<file path="config.mk">
export PLATFORM = sky130hd
export DESIGN_NAME = tape_image_streamer
export DESIGN_NICKNAME = d
export VERILOG_FILES = /design/src/rtl/tis_pkg.sv /design/src/rtl/tis_range_gate.sv /design/src/rtl/tis_xor_acc.sv /design/src/rtl/tis_loader_rom.sv /design/src/rtl/tape_image_streamer.sv
export SDC_FILE = /design/constraint.sdc
export NUM_CORES = 1
export LEC_CHECK = 0
export CORE_ASPECT_RATIO = 2
export CORE_MARGIN = 2
export CORE_UTILIZATION = 50
export CTS_CLUSTER_DIAMETER = 150
export CTS_CLUSTER_SIZE = 30
export DETAILED_ROUTE_END_ITERATION = 7
export PLACE_DENSITY_LB_ADDON = 0.1
export SYNTH_ARGS = -nofsm -noshare
export SYNTH_HDL_FRONTEND = slang
export SYNTH_SLANG_ARGS = --single-unit
</file>
<file path="constraint.sdc">
create_clock -name clk -period 5.6 [get_ports clk]
set_clock_uncertainty 0.05 [all_clocks]
set_input_delay 0.84 -clock clk [delete_from_list [all_inputs] [get_ports clk]]
set_output_delay 0.84 -clock clk [all_outputs]
set_load 0.01 [all_outputs]
</file>
<file path="src/rtl/tis_pkg.sv">
// Shared definitions for the tape image streamer.
// Assumes 16-bit addresses and byte-wide memory and stream.
package tis_pkg;
    localparam int ADDR_W      = 16;
    localparam int BYTE_W      = 8;
    localparam int LOADER_LEN  = 64;
    localparam int LOADER_BASE = 'h80;
    // Patch positions are tied to the loader code that reads them.
    localparam int LO_PATCH    = 'h8A - LOADER_BASE;
    localparam int HI_PATCH    = 'h8E - LOADER_BASE;
    localparam int CS_PATCH    = 'h93 - LOADER_BASE;

    typedef enum logic [3:0] {
        PH_IDLE,
        PH_SUM,
        PH_SUM_TAIL,
        PH_LEAD_A,
        PH_LOADER,
        PH_LEAD_B,
        PH_DATA,
        PH_LEAD_C,
        PH_DRAIN
    } phase_t;
endpackage

</file>
<file path="src/rtl/tis_range_gate.sv">
// Decides whether a requested address range may be imaged.
// Assumes inputs are sampled only with the start pulse; purely combinational.
module tis_range_gate #(
    parameter logic [15:0] MIN_ADDR = 16'h0100
) (
    input  logic [15:0] lo,
    input  logic [15:0] hi,
    output logic        ok
);
    // Accept only ranges at or above the floor and not reversed.
    always_comb begin
        ok = (lo >= MIN_ADDR) && (hi >= lo);
    end
endmodule

</file>
<file path="src/rtl/tis_xor_acc.sv">
// Byte XOR accumulator for the checksum pass.
// Assumes clr and en are never high together.
module tis_xor_acc (
    input  logic       clk,
    input  logic       rst_n,
    input  logic       clr,
    input  logic       en,
    input  logic [7:0] din,
    output logic [7:0] acc
);
    // Fold each returned byte into the running checksum.
    always_ff @(posedge clk) begin
        if (!rst_n || clr) begin
            acc <= '0;
        end else if (en) begin
            acc <= acc ^ din;
        end
    end


    clr_en_excl_chk: assert property (@(posedge clk) disable iff (!rst_n)
        !(clr && en));
endmodule

</file>
<file path="src/rtl/tis_loader_rom.sv">
// Loader image source with live patching of bounds and checksum.
// Assumes idx < LOADER_LEN; contents are computed, not stored.
module tis_loader_rom
    import tis_pkg::*;
#(
    parameter int IDX_W = $clog2(LOADER_LEN)
) (
    input  logic [IDX_W-1:0] idx,
    input  logic [15:0]      lo,
    input  logic [15:0]      hi,
    input  logic [7:0]       csum,
    output logic [7:0]       byte_o
);
    logic [7:0] base;

    // Select the computed image byte or one of the five patch values.
    always_comb begin
        base = 8'(32'(idx) * 29 + 71);
        case (32'(idx))
            LO_PATCH:     byte_o = lo[15:8];
            LO_PATCH + 1: byte_o = lo[7:0];
            HI_PATCH:     byte_o = hi[15:8];
            HI_PATCH + 1: byte_o = hi[7:0];
            CS_PATCH:     byte_o = csum;
            default:      byte_o = base;
        endcase
    end
endmodule

</file>
<file path="src/rtl/tape_image_streamer.sv">
// Streams a self-loading tape image of a memory range:
// leader, patched loader, leader, data, leader.
// Assumes a memory read port with one cycle of latency and a
// valid/ready sink; the first pass builds the checksum.
module tape_image_streamer
    import tis_pkg::*;
#(
    parameter int          LEADER_LEN = 50,
    parameter logic [15:0] MIN_ADDR   = 16'h0100
) (
    input  logic        clk,
    input  logic        rst_n,
    input  logic        start,
    input  logic [15:0] lo_addr,
    input  logic [15:0] hi_addr,
    output logic        err,
    output logic        mem_rd,
    output logic [15:0] mem_addr,
    input  logic [7:0]  mem_data,
    output logic [7:0]  out_data,
    output logic        out_valid,
    input  logic        out_ready,
    output logic        done
);
    localparam int SEG_MAX = (LEADER_LEN > LOADER_LEN) ? LEADER_LEN : LOADER_LEN;
    localparam int CNT_W   = $clog2(SEG_MAX + 1);
    localparam int IDX_W   = $clog2(LOADER_LEN);
    localparam logic [CNT_W-1:0] LEAD_LAST = CNT_W'(LEADER_LEN - 1);
    localparam logic [CNT_W-1:0] LOAD_LAST = CNT_W'(LOADER_LEN - 1);

    phase_t            phase_q;
    logic [15:0]       ptr_q, lo_q, hi_q;
    logic [CNT_W-1:0]  cnt_q;
    logic              data_pend_q, sum_pend_q;
    logic              range_ok, slot_free, fill_ok, rd_sum, rd_data, last_addr;
    logic              seg_end, start_ok;
    logic [7:0]        csum, rom_byte;

    tis_range_gate #(.MIN_ADDR(MIN_ADDR)) u_gate (
        .lo (lo_addr),
        .hi (hi_addr),
        .ok (range_ok)
    );

    tis_xor_acc u_acc (
        .clk   (clk),
        .rst_n (rst_n),
        .clr   (start_ok),
        .en    (sum_pend_q),
        .din   (mem_data),
        .acc   (csum)
    );

    tis_loader_rom #(.IDX_W(IDX_W)) u_rom (
        .idx    (cnt_q[IDX_W-1:0]),
        .lo     (lo_q),
        .hi     (hi_q),
        .csum   (csum),
        .byte_o (rom_byte)
    );

    // Derive read strobes and output-slot availability.
    always_comb begin
        start_ok  = (phase_q == PH_IDLE) && start && range_ok;
        slot_free = !out_valid || out_ready;
        fill_ok   = slot_free && !data_pend_q;
        rd_sum    = (phase_q == PH_SUM);
        rd_data   = (phase_q == PH_DATA) && slot_free && !data_pend_q;
        mem_rd    = rd_sum || rd_data;
        mem_addr  = ptr_q;
        last_addr = (ptr_q == hi_q);
        seg_end   = (phase_q == PH_LOADER) ? (cnt_q == LOAD_LAST) : (cnt_q == LEAD_LAST);
    end

    // Sequence the job phases and own the output register.
    always_ff @(posedge clk) begin
        if (!rst_n) begin
            phase_q     <= PH_IDLE;
            ptr_q       <= '0;
            lo_q        <= '0;
            hi_q        <= '0;
            cnt_q       <= '0;
            data_pend_q <= 1'b0;
            sum_pend_q  <= 1'b0;
            out_valid   <= 1'b0;
            out_data    <= '0;
            err         <= 1'b0;
            done        <= 1'b0;
        end else begin
            err         <= 1'b0;
            done        <= 1'b0;
            data_pend_q <= rd_data;
            sum_pend_q  <= rd_sum;
            if (out_valid && out_ready) begin
                out_valid <= 1'b0;
            end
            if (data_pend_q) begin
                out_valid <= 1'b1;
                out_data  <= mem_data;
            end
            case (phase_q)
                PH_IDLE: begin
                    if (start) begin
                        if (range_ok) begin
                            lo_q    <= lo_addr;
                            hi_q    <= hi_addr;
                            ptr_q   <= lo_addr;
                            phase_q <= PH_SUM;
                        end else begin
                            err <= 1'b1;
                        end
                    end
                end
                PH_SUM: begin
                    if (last_addr) phase_q <= PH_SUM_TAIL;
                    else           ptr_q   <= ptr_q + 16'd1;
                end
                PH_SUM_TAIL: begin
                    cnt_q   <= '0;
                    phase_q <= PH_LEAD_A;
                end
                PH_LEAD_A, PH_LOADER, PH_LEAD_B, PH_LEAD_C: begin
                    if (fill_ok) begin
                        out_valid <= 1'b1;
                        out_data  <= (phase_q == PH_LOADER) ? rom_byte : 8'h00;
                        if (seg_end) begin
                            cnt_q <= '0;
                            case (phase_q)
                                PH_LEAD_A: phase_q <= PH_LOADER;
                                PH_LOADER: phase_q <= PH_LEAD_B;
                                PH_LEAD_B: begin
                                    phase_q <= PH_DATA;
                                    ptr_q   <= lo_q;
                                end
                                default:   phase_q <= PH_DRAIN;
                            endcase
                        end else begin
                            cnt_q <= cnt_q + 1'b1;
                        end
                    end
                end
                PH_DATA: begin
                    if (rd_data) begin
                        if (last_addr) phase_q <= PH_LEAD_C;
                        else           ptr_q   <= ptr_q + 16'd1;
                    end
                end
                PH_DRAIN: begin
                    if (out_valid && out_ready) begin
                        done    <= 1'b1;
                        phase_q <= PH_IDLE;
                    end
                end
                default: phase_q <= PH_IDLE;
            endcase
        end
    end


    out_hold_chk: assert property (@(posedge clk) disable iff (!rst_n)
        out_valid && !out_ready |=> out_valid && $stable(out_data));


    done_pulse_chk: assert property (@(posedge clk) disable iff (!rst_n)
        done |=> !done);


    err_pulse_chk: assert property (@(posedge clk) disable iff (!rst_n)
        err |=> !err);


    err_quiet_chk: assert property (@(posedge clk) disable iff (!rst_n)
        err |-> !out_valid && !mem_rd);


    rd_window_chk: assert property (@(posedge clk) disable iff (!rst_n)
        mem_rd |-> (mem_addr >= lo_q) && (mem_addr <= hi_q));


    no_wrap_chk: assert property (@(posedge clk) disable iff (!rst_n)
        mem_rd && (mem_addr == 16'hFFFF) |=> !mem_rd || (mem_addr != 16'h0000));
endmodule

</file>
==> impl_metrics.tcl, run 1 <==
set metrics [dict create \
    avgSynthCellArea_um2 8.64 \
    clock_sinks 80 \
    post-cts-setup-buffer-count 0 \
    synth_top_area_share_pct 30.5 \
    design_area_um2 6320 \
    die_w_um 76.5 \
    vias_per_cell 5.85 \
    dpl_cell_area_um2 6010 \
    synthSimpleGateAreaFrac_pct 17.7 \
    ios 72 \
    p_leak_nw 2.68 \
    worstPathArrival_ns 3.84 \
    register_area_um2 1600 \
    grt_max_degree 33 \
    reg2reg_slack_ns 1.96 \
    setup_viol 0 \
    rsz0062_at_grt "no" \
    worst_setup_path_end_kind "register" \
    drive_above_1_share_pct 6.02 \
    outcome "complete, no violations" \
    hold_path_class "register to register" \
    crit_type "register to register" \
    rows 53 \
    min_period_ns 3.64 \
    clock_latency_ns 0.34 \
    fin_ws_ns 1.96 \
    synth_cell_type_count 61 \
    synth_mux_area_share_pct 7.84 \
    worst_slew_margin_rel_pct 25.3 \
    power_mw 2.44 \
    slew_viol_final 0 \
    grt_pass1_vias 4427 \
    clockRootBuffer "clkbuf_16" \
    routed_wl_mm 14.2 \
    port_buffers 71 \
    p_per_area_nw_per_um2 386 \
    hold_buffers 0 \
    multi_input_area_um2 3340 \
    grt_usage_pct 26.0 \
    fin_cells 801 \
    hold_viol 0 \
    cts_tree "yes" \
    worst_setup_path_start_kind "register" \
    yosysTopAreaCell "dfxtp_1" \
    fillerInstances 989 \
    dieHeight_um 149 \
    syn-instance-count 608 \
    cts_made_buffers 9 \
    placed_cells_incl_taps 785 \
    cts_resized 0 \
    antenna_left 0 \
    clk_pin_slew_ns 0.06 \
    critical_path.max_fanout 8 \
    synth_edf_count 0 \
    drtPass1Iterations 5 \
    hpwl_mm 10.8 \
    hold_ws_ns 0.461 \
    tightest_slew_ns 1.11 \
    ys_ff_latch 80 \
    synth.top_cells.by_count "dfxtp_1 (80), nor2_1 (68), nand2_1 (50), mux2i_1 (40), inv_1 (38)" \
    clockBufferDepth 2 \
    layout.nets 747 \
    coreArea_um2 10300 \
    grt_pass1_wl_mm 23.5 \
    dieArea_um2 11400 \
    vias 4683 \
    dp_slack_ns 1.67 \
    start_util_pct 50.8 \
    antenna_found_initial 0 \
    yosysWarnings 0 \
    fin_util_pct 61.1 \
    fin_tns_setup_ns 0 \
    synth_top_family_by_area "compound AO/OA/AOI/OAI gates" \
    ys_seq_area_share_pct 30.5 \
    yosysMostFrequentCell "dfxtp_1" \
    ir_drop_uv 242 \
    htree_levels 3 \
    wl_per_cell_um 17.8 \
    synth.area.top_cells "dfxtp_1 (30%), ha_1 (8.8%), mux2i_1 (7.6%), nor2_1 (4.9%), xnor2_1 (4.5%)" \
    netlist_area_um2 5250 \
    synth_top_flop_cell "dfxtp_1" \
    synthXorXnorAreaFrac_pct 6.33 \
    synthAdderAreaFrac_pct 11.5 \
    ys_async_sr_fraction_pct 0 \
    syn_to_final_growth_pct 20.2 \
    drt_iter0_drc 386 \
    gp_congestion 0.924 \
    finalCritPeriodShare_pct 65.0 \
    drc 0 \
    synth-compound-area-share_pct 20.1 \
    grt_overflow 0 \
    n_antenna_cell 0 \
    synth_nets 696 \
    cp_data_required_time_ns 5.80 \
    fmax_mhz 275 \
    cap_viol_max_count 0 \
]
## metal layers
layer  wire (um)  GRT usage, %
met5           0             0
met1        6410          35.6
met2        6740          41.1
met3         678          3.63
met4         417          10.5
## power by group
group / internal, mW / switching, mW / total (mW)
clock: 0.368 / 0.239 / 0.607
sequential: 0.665 / 0.173 / 0.838
combinational: 0.436 / 0.559 / 0.996
total: 1.47 / 0.971 / 2.44
## final timing paths
check,cells past startpoint,start,endpoint
worst max-delay path,14,cnt_q[0],out_data[7]
worst min-delay path,1,out_valid,done
worst max register to register,14,cnt_q[0],out_data[7]
worst min register to register,1,out_valid,done
## layout by cell type, fill, tap and decap left out, types with 5 or more instances in the layout
cell type / Yosys / final
o31ai_1: 8 / 8
ha_1: 37 / 37
and2_1: 10 / 10
clkdlybuf4s50_1: 0 / 71
clkbuf_16: 0 / 9
a211oi_1: 5 / 5
nor3_1: 6 / 6
o311ai_2: 5 / 5
a22oi_1: 15 / 15
mux2i_1: 40 / 40
nor2_1: 68 / 68
a31oi_1: 7 / 7
nor2b_1: 7 / 7
xor2_1: 11 / 11
fa_1: 7 / 7
o31ai_2: 5 / 5
xnor2_1: 27 / 27
buf_4: 3 / 6
o22ai_1: 8 / 8
and3_1: 12 / 12
a222oi_1: 12 / 12
dfxtp_1: 80 / 80
nand4_1: 8 / 8
inv_1: 38 / 38
o21ai_0: 11 / 11
nand2_1: 50 / 50
a21oi_1: 30 / 30
nand3_1: 9 / 9
## flip-flops by register name, indices dropped and copies added, names as in the netlist, 4 cells and up
| name | flops |
|---|---|
| cnt_q | 7 |
| hi_q | 16 |
| lo_q | 16 |
| mem_addr | 16 |
| out_data | 8 |
| phase_q | 4 |
| u_acc.acc | 8 |
## kinds of logic (layout without fill, tap and decap cells)
kind of cell | after synthesis | after routing
compound gates | 138 | 138
xor+xnor | 38 | 38
fa+ha+maj | 44 | 44
buf+inv | 75 | 131
flops | 80 | 80
mux | 41 | 41
simple gates | 192 | 192
## cell type report
| type | count | share of cell area (%) |
|---|---|---|
| Timing Repair Buffer | 77 | 12.0 |
| Sequential cell | 80 | 25.4 |
| Multi-Input combinational cell | 453 | 52.8 |
| Clock buffer | 11 | 4.00 |
| Inverter | 38 | 2.26 |
| Clock inverter | 5 | 0.872 |
| Tap cell | 137 | 2.71 |
## worst max-delay path: stages (launching register included)
cell and delay, ns:
dfxtp_1 0.51, inv_1 0.23, ha_1 0.40, inv_1 0.06, ha_1 0.27, inv_1 0.05
fa_1 0.53, inv_1 0.07, ha_1 0.28, a21o_1 0.15, a21oi_1 0.21, o21ai_0 0.16
xnor2_1 0.22, a21oi_1 0.09, o32ai_1 0.26
No activity file was read; power rests on OpenSTA's default activity.
==> run 2, diff against run 1 <==
==> constraint.sdc (replaced) <==
create_clock -name clk -period 3.1 [get_ports clk]
set_clock_uncertainty 0.05 [all_clocks]
set_input_delay 0.465 -clock clk [delete_from_list [all_inputs] [get_ports clk]]
set_output_delay 0.465 -clock clk [all_outputs]
set_load 0.01 [all_outputs]
==> run 2 against run 1 <==
Effect of this change:
- sequential share of layout area down 1.4 points
- worst hold slack worse by 0.0059 ns
- count of clock-buffer cells in the layout unchanged
- sequential cell count stayed put
- routed wire length up 5.5%
- global-route usage up 0.80 points
- combinational power up 110%
- cell area increased by 6.3%
- core utilization increased by 3.8 points
- power up 97%
- largest cell class unchanged
==> impl_metrics.tcl, run 2 (synthesis results as in run 1) <==
set metrics [dict create \
    hold_viol 0 \
    worst_path_largest_cell_delay_ns 0.49 \
    worstPathCellList "inv_4, ha_4, inv_1, ha_1, inv_1, fa_1, inv_2, ha_1, a21o_1, a21oi_2, o21ai_2, xnor2_1, a21oi_1, o32ai_1" \
    placed_cells_incl_taps 818 \
    min_period_ns 2.99 \
    worstPathArrival_ns 3.19 \
    worst_slew_margin_rel_pct 26.1 \
    finalCritPeriodShare_pct 96.5 \
    crit_start "cnt_q[0]" \
    p_leak_nw 2.88 \
    grt_pass1_wl_mm 24.1 \
    hold_path_class "register to register" \
    cts_made_buffers 9 \
    htree_levels 3 \
    gr-max-usage-layer "met2" \
    slew_viol_final 0 \
    drive_above_1_share_pct 12.7 \
    start_util_pct 50.8 \
    critPathSlowestCell "fa_1" \
    cts_tree "yes" \
    port_buffers 71 \
    top_regs "hi_q (16), lo_q (16), mem_addr (16)" \
    n_antenna_cell 0 \
    rows 53 \
    hold_buffers 0 \
    drt_iter0_drc 498 \
    routed_wl_mm 15.0 \
    clock_sinks 80 \
    dieArea_um2 11400 \
    drtPass1Iterations 8 \
    wl_per_cell_um 18.0 \
    antenna_left 0 \
    grt_overflow 0 \
    ios 72 \
    setup_viol 0 \
    ir_drop_uv 435 \
    fillerInstances 903 \
    gp_congestion 0.900 \
    fin_cells 836 \
    drc 0 \
    die_w_um 76.5 \
    clk_pin_slew_ns 0.06 \
    dpl_cell_area_um2 6270 \
    cp_data_required_time_ns 3.30 \
    final_common_cell "dfxtp_1" \
    tightest_slew_ns 1.10 \
    syn_to_final_growth_pct 27.8 \
    fin_ws_ns 0.107 \
    antenna_found_initial 0 \
    coreArea_um2 10300 \
    worst_setup_path_end_kind "register" \
    crit_type "register to register" \
    cap_viol_max_count 0 \
    design_area_um2 6710 \
    vias 4861 \
    clockBufferDepth 2 \
    worst_setup_path_start_kind "register" \
    final_cell_mix "dfxtp_1 (78), clkdlybuf4s50_1 (71), nor2_1 (68), nand2_1 (50)" \
    r2r_start "cnt_q[0]" \
    power_mw 4.81 \
    p_per_area_nw_per_um2 717 \
    fmax_mhz 334 \
    dp_slack_ns -0.110 \
    grt_max_degree 51 \
    critical_path.max_fanout 4 \
    grt_use_met2_pct 42.1 \
    vias_per_cell 5.81 \
    grt_pass1_vias 4633 \
    grt_usage_pct 26.8 \
    clockRootBuffer "clkbuf_16" \
    layout.nets 782 \
    outcome "complete, no violations" \
    use_met1_pct 35.9 \
    dieHeight_um 149 \
    clock_latency_ns 0.35 \
    rsz0062_at_grt "yes" \
    use_met3_pct 3.33 \
    hpwl_mm 11.1 \
    worstHoldStart "out_valid" \
]
[run 2: report_power, final]
group          total [mW]  internal, mW  leakage [nW]  switching, mW
Combinational        2.10         0.935          2.05           1.17
Sequential           1.45          1.21         0.652          0.245
Clock                1.26         0.829         0.172          0.432
Total                4.81          2.97          2.88           1.84
[run 2: layout make-up]
| class | count | area (um2) | area share (%) |
|---|---|---|---|
| clock inverters | 5 | 103 | 1.53 |
| repair buffers | 112 | 1030 | 15.4 |
| multi-input cells | 453 | 3400 | 50.7 |
| clock buffers | 11 | 253 | 3.76 |
| well taps | 137 | 171 | 2.55 |
| flip-flops and latches | 80 | 1610 | 23.9 |
| inverters | 38 | 145 | 2.16 |
[run 2: worst max-delay path: cells and delay by family, from the launching register on]
kind / cells / cell delay [ns]
buffers and inverters: 4 / 0.19
adder cells (fa/ha/maj): 4 / 1.29
AO/OA/AOI/OAI: 5 / 0.79
XOR/XNOR: 1 / 0.21
flip-flops: 1 / 0.35
[run 2: repair_timing]
item / 4_1_cts / 5_1_grt
endpoints found under the setup margin: 3 / 3
pin swaps: 3 / 9
gates resized for setup: 4 / 11
setup buffers: 1 / 1
[run 2: path summary, 6_finish.rpt]
path	endpoint	slack, ns	depth (start not counted)
setup / recovery	out_data[7]	0.11	14
hold / removal	done	0.46	1
setup reg to reg	out_data[7]	0.11	14
hold reg to reg	done	0.46	1
[run 2: stage by stage]
| step | util, % | TNS [ns] | hold WS (ns) |
|---|---|---|---|
| after global placement | 60.6 | -0.105 | 0.447 |
| after global routing | 64.9 | -0.106 | 0.482 |
| after CTS | 64.2 | 0 | 0.461 |
| after floorplan | - | 0 | 0.428 |
| final | 64.9 | 0 | 0.455 |
| after detailed placement | 60.6 | -0.167 | 0.453 |
[run 2: per-layer routing]
layer | vias to the layer above | wire length (um)
met2 | 212 | 7140
met4 | 0 | 648
met1 | 2242 | 6540
met3 | 45 | 698
li1 | 2362 | -
met5 | - | 0
==> run 3, diff against run 2 <==
--- a/config.mk
+++ b/config.mk
@@ -6,11 +6,11 @@
 export NUM_CORES = 1
 export LEC_CHECK = 0
 export CORE_ASPECT_RATIO = 2
-export CORE_MARGIN = 2
 export CORE_UTILIZATION = 50
 export CTS_CLUSTER_DIAMETER = 150
 export CTS_CLUSTER_SIZE = 30
 export DETAILED_ROUTE_END_ITERATION = 7
+export HOLD_SLACK_MARGIN = 0.12
 export PLACE_DENSITY_LB_ADDON = 0.1
 export SYNTH_ARGS = -nofsm -noshare
 export SYNTH_HDL_FRONTEND = slang
==> constraint.sdc (replaced) <==
create_clock -name clk -period 3.1 [get_ports clk]
set_clock_uncertainty 0.05 [all_clocks]
set_input_delay 0.465 -clock clk [delete_from_list [all_inputs] [get_ports clk]]
set_output_delay 0.465 -clock clk [all_outputs]
set_load 0.05 [all_outputs]
==> run 3 against run 2 <==
Effect of this change:
- first-iteration DRC count down 10%
- non-clock buffer count up 13
- power up 8.8%
- fmax down 0.60%
- critical endpoint unchanged
==> impl_metrics.tcl, run 3 (synthesis results as in run 1) <==
set metrics [dict create \
    grt_overflow 0 \
    drtPass1Iterations 7 \
    die_w_um 74.5 \
    hold_buffers 0 \
    min_period_ns 3.01 \
    worst_path_largest_cell_delay_ns 0.55 \
    r2r_start "cnt_q[1]" \
    post-cts-setup-buffer-count 0 \
    p_leak_nw 2.96 \
    antenna_left 0 \
    dieHeight_um 147 \
    tightest_slew_ns 0.702 \
    switching_share_pct 42.5 \
    finalCritPeriodShare_pct 97.1 \
    antenna_found_initial 0 \
    clk_pin_slew_ns 0.06 \
    clock_latency_ns 0.34 \
    layout.nets 795 \
    grt_pass1_wl_mm 27.3 \
    drive_above_1_share_pct 14.6 \
    hold_viol 0 \
    drc 0 \
    worstPathCellList "inv_2, fa_1, fa_1, inv_1, ha_1, ha_4, nand2_1, o21ai_2, xnor2_1, a21oi_1, o32ai_1" \
    drt_iter0_drc 446 \
    comb_power_share_pct 46.8 \
    cp_data_required_time_ns 3.30 \
    critPathSlowestCell "fa_1" \
    hold_path_class "register to register" \
    cts_made_buffers 9 \
    coreArea_um2 10100 \
    start_util_pct 51.8 \
    top_regs "hi_q (16), lo_q (16), mem_addr (16)" \
    p_sw_mw 2.23 \
    critical_path.max_fanout 4 \
    clock_sinks 80 \
    vias_per_cell 6.12 \
    outcome "complete, no violations" \
    crit_type "register to register" \
    routed_wl_mm 17.9 \
    final_common_cell "dfxtp_1" \
    cap_viol_max_count 0 \
    clockPowerShare_pct 24.0 \
    power_mw 5.24 \
    worstPathArrival_ns 3.21 \
    fin_util_pct 67.6 \
    seq_power_share_pct 29.2 \
    htree_levels 3 \
    slew_viol_final 0 \
    crit_start "cnt_q[1]" \
    worstHoldStart "out_valid" \
    vias 5187 \
    ir_drop_uv 509 \
    rows 52 \
    syn_to_final_growth_pct 30.6 \
    worst_setup_path_end_kind "register" \
    critPathBufInv 2 \
    clockBufferDepth 2 \
    setup_viol 0 \
    worst_setup_path_start_kind "register" \
    clockRootBuffer "clkbuf_16" \
    dieArea_um2 10900 \
    ios 72 \
    p_per_area_nw_per_um2 764 \
    worst_slew_margin_rel_pct 53.1 \
    grt_usage_pct 34.1 \
    fillerInstances 879 \
    crit_top_cell "fa_1" \
    fmax_mhz 332 \
    cts_tree "yes" \
    reg2reg_slack_ns 0.09 \
    hpwl_mm 13.9 \
    final_cell_mix "dfxtp_1 (78), clkdlybuf4s50_1 (70), nor2_1 (68), nand2_1 (50), buf_4 (50)" \
    crit_family "adder cells" \
    wl_per_cell_um 21.2 \
    grt_max_degree 41 \
    grt_pass1_vias 5194 \
    power.internal_mw 3.01 \
    gp_congestion 0.930 \
    n_antenna_cell 0 \
    port_buffers 71 \
]
## run 3: power groups by stage
stage | combinational (mW) | clock (mW) | sequential, mW
floorplan | 1.33 | 0 | 1.69
detailed placement | 2.34 | 0 | 1.53
finish | 2.45 | 1.26 | 1.53
global placement | 2.30 | 0 | 1.53
global route | 2.62 | 1.32 | 1.54
CTS | 2.37 | 1.27 | 1.51
## run 3: per-stage QoR
step	setup WS, ns	cell area, um2	hold WS, ns	std cells	TNS [ns]
after floorplan	0.0155	5260	0.428	608	0
after global placement	-0.139	6410	0.447	831	-3.72
after detailed placement	-0.192	6410	0.451	831	-5.98
after CTS	0.0113	6790	0.467	847	0
after global routing	-0.0493	6860	0.483	847	-0.0493
final	0.0888	6860	0.464	847	0
## run 3: per-layer routing
| layer | part of all wire [%] | track usage (%) | wire (um) |
|---|---|---|---|
| met1 | 33 | 32.5 | 5990 |
| met2 | 54 | 61.7 | 9650 |
| met3 | 4.4 | 5.42 | 783 |
| met4 | 8.4 | 25.8 | 1510 |
| met5 | 0 | 0 | 0 |
## run 3: worst paths after layout
| check | endpoint | cells past startpoint |
|---|---|---|
| worst max-delay path | out_data[7] | 11 |
| worst min-delay path | done | 1 |
| worst max register to register | out_data[7] | 11 |
| worst min register to register | done | 1 |
## run 3: timing repair
item,4_1_cts,5_1_grt
pin swaps,1,7
endpoints found under the setup margin,4,8
hold endpoints to repair,0,0
resized for setup,7,10
## run 3: final cells by class
cell class                 count  area (um2)  share of cell area (%)
multi-input combinational    453        3420                    49.8
sequential                    80        1610                    23.4
timing repair buffer         125        1170                    17.0
clock buffer                  11         253                    3.68
tap                          135         169                    2.46
inverter                      38         143                    2.08
clock inverter                 5         103                    1.50
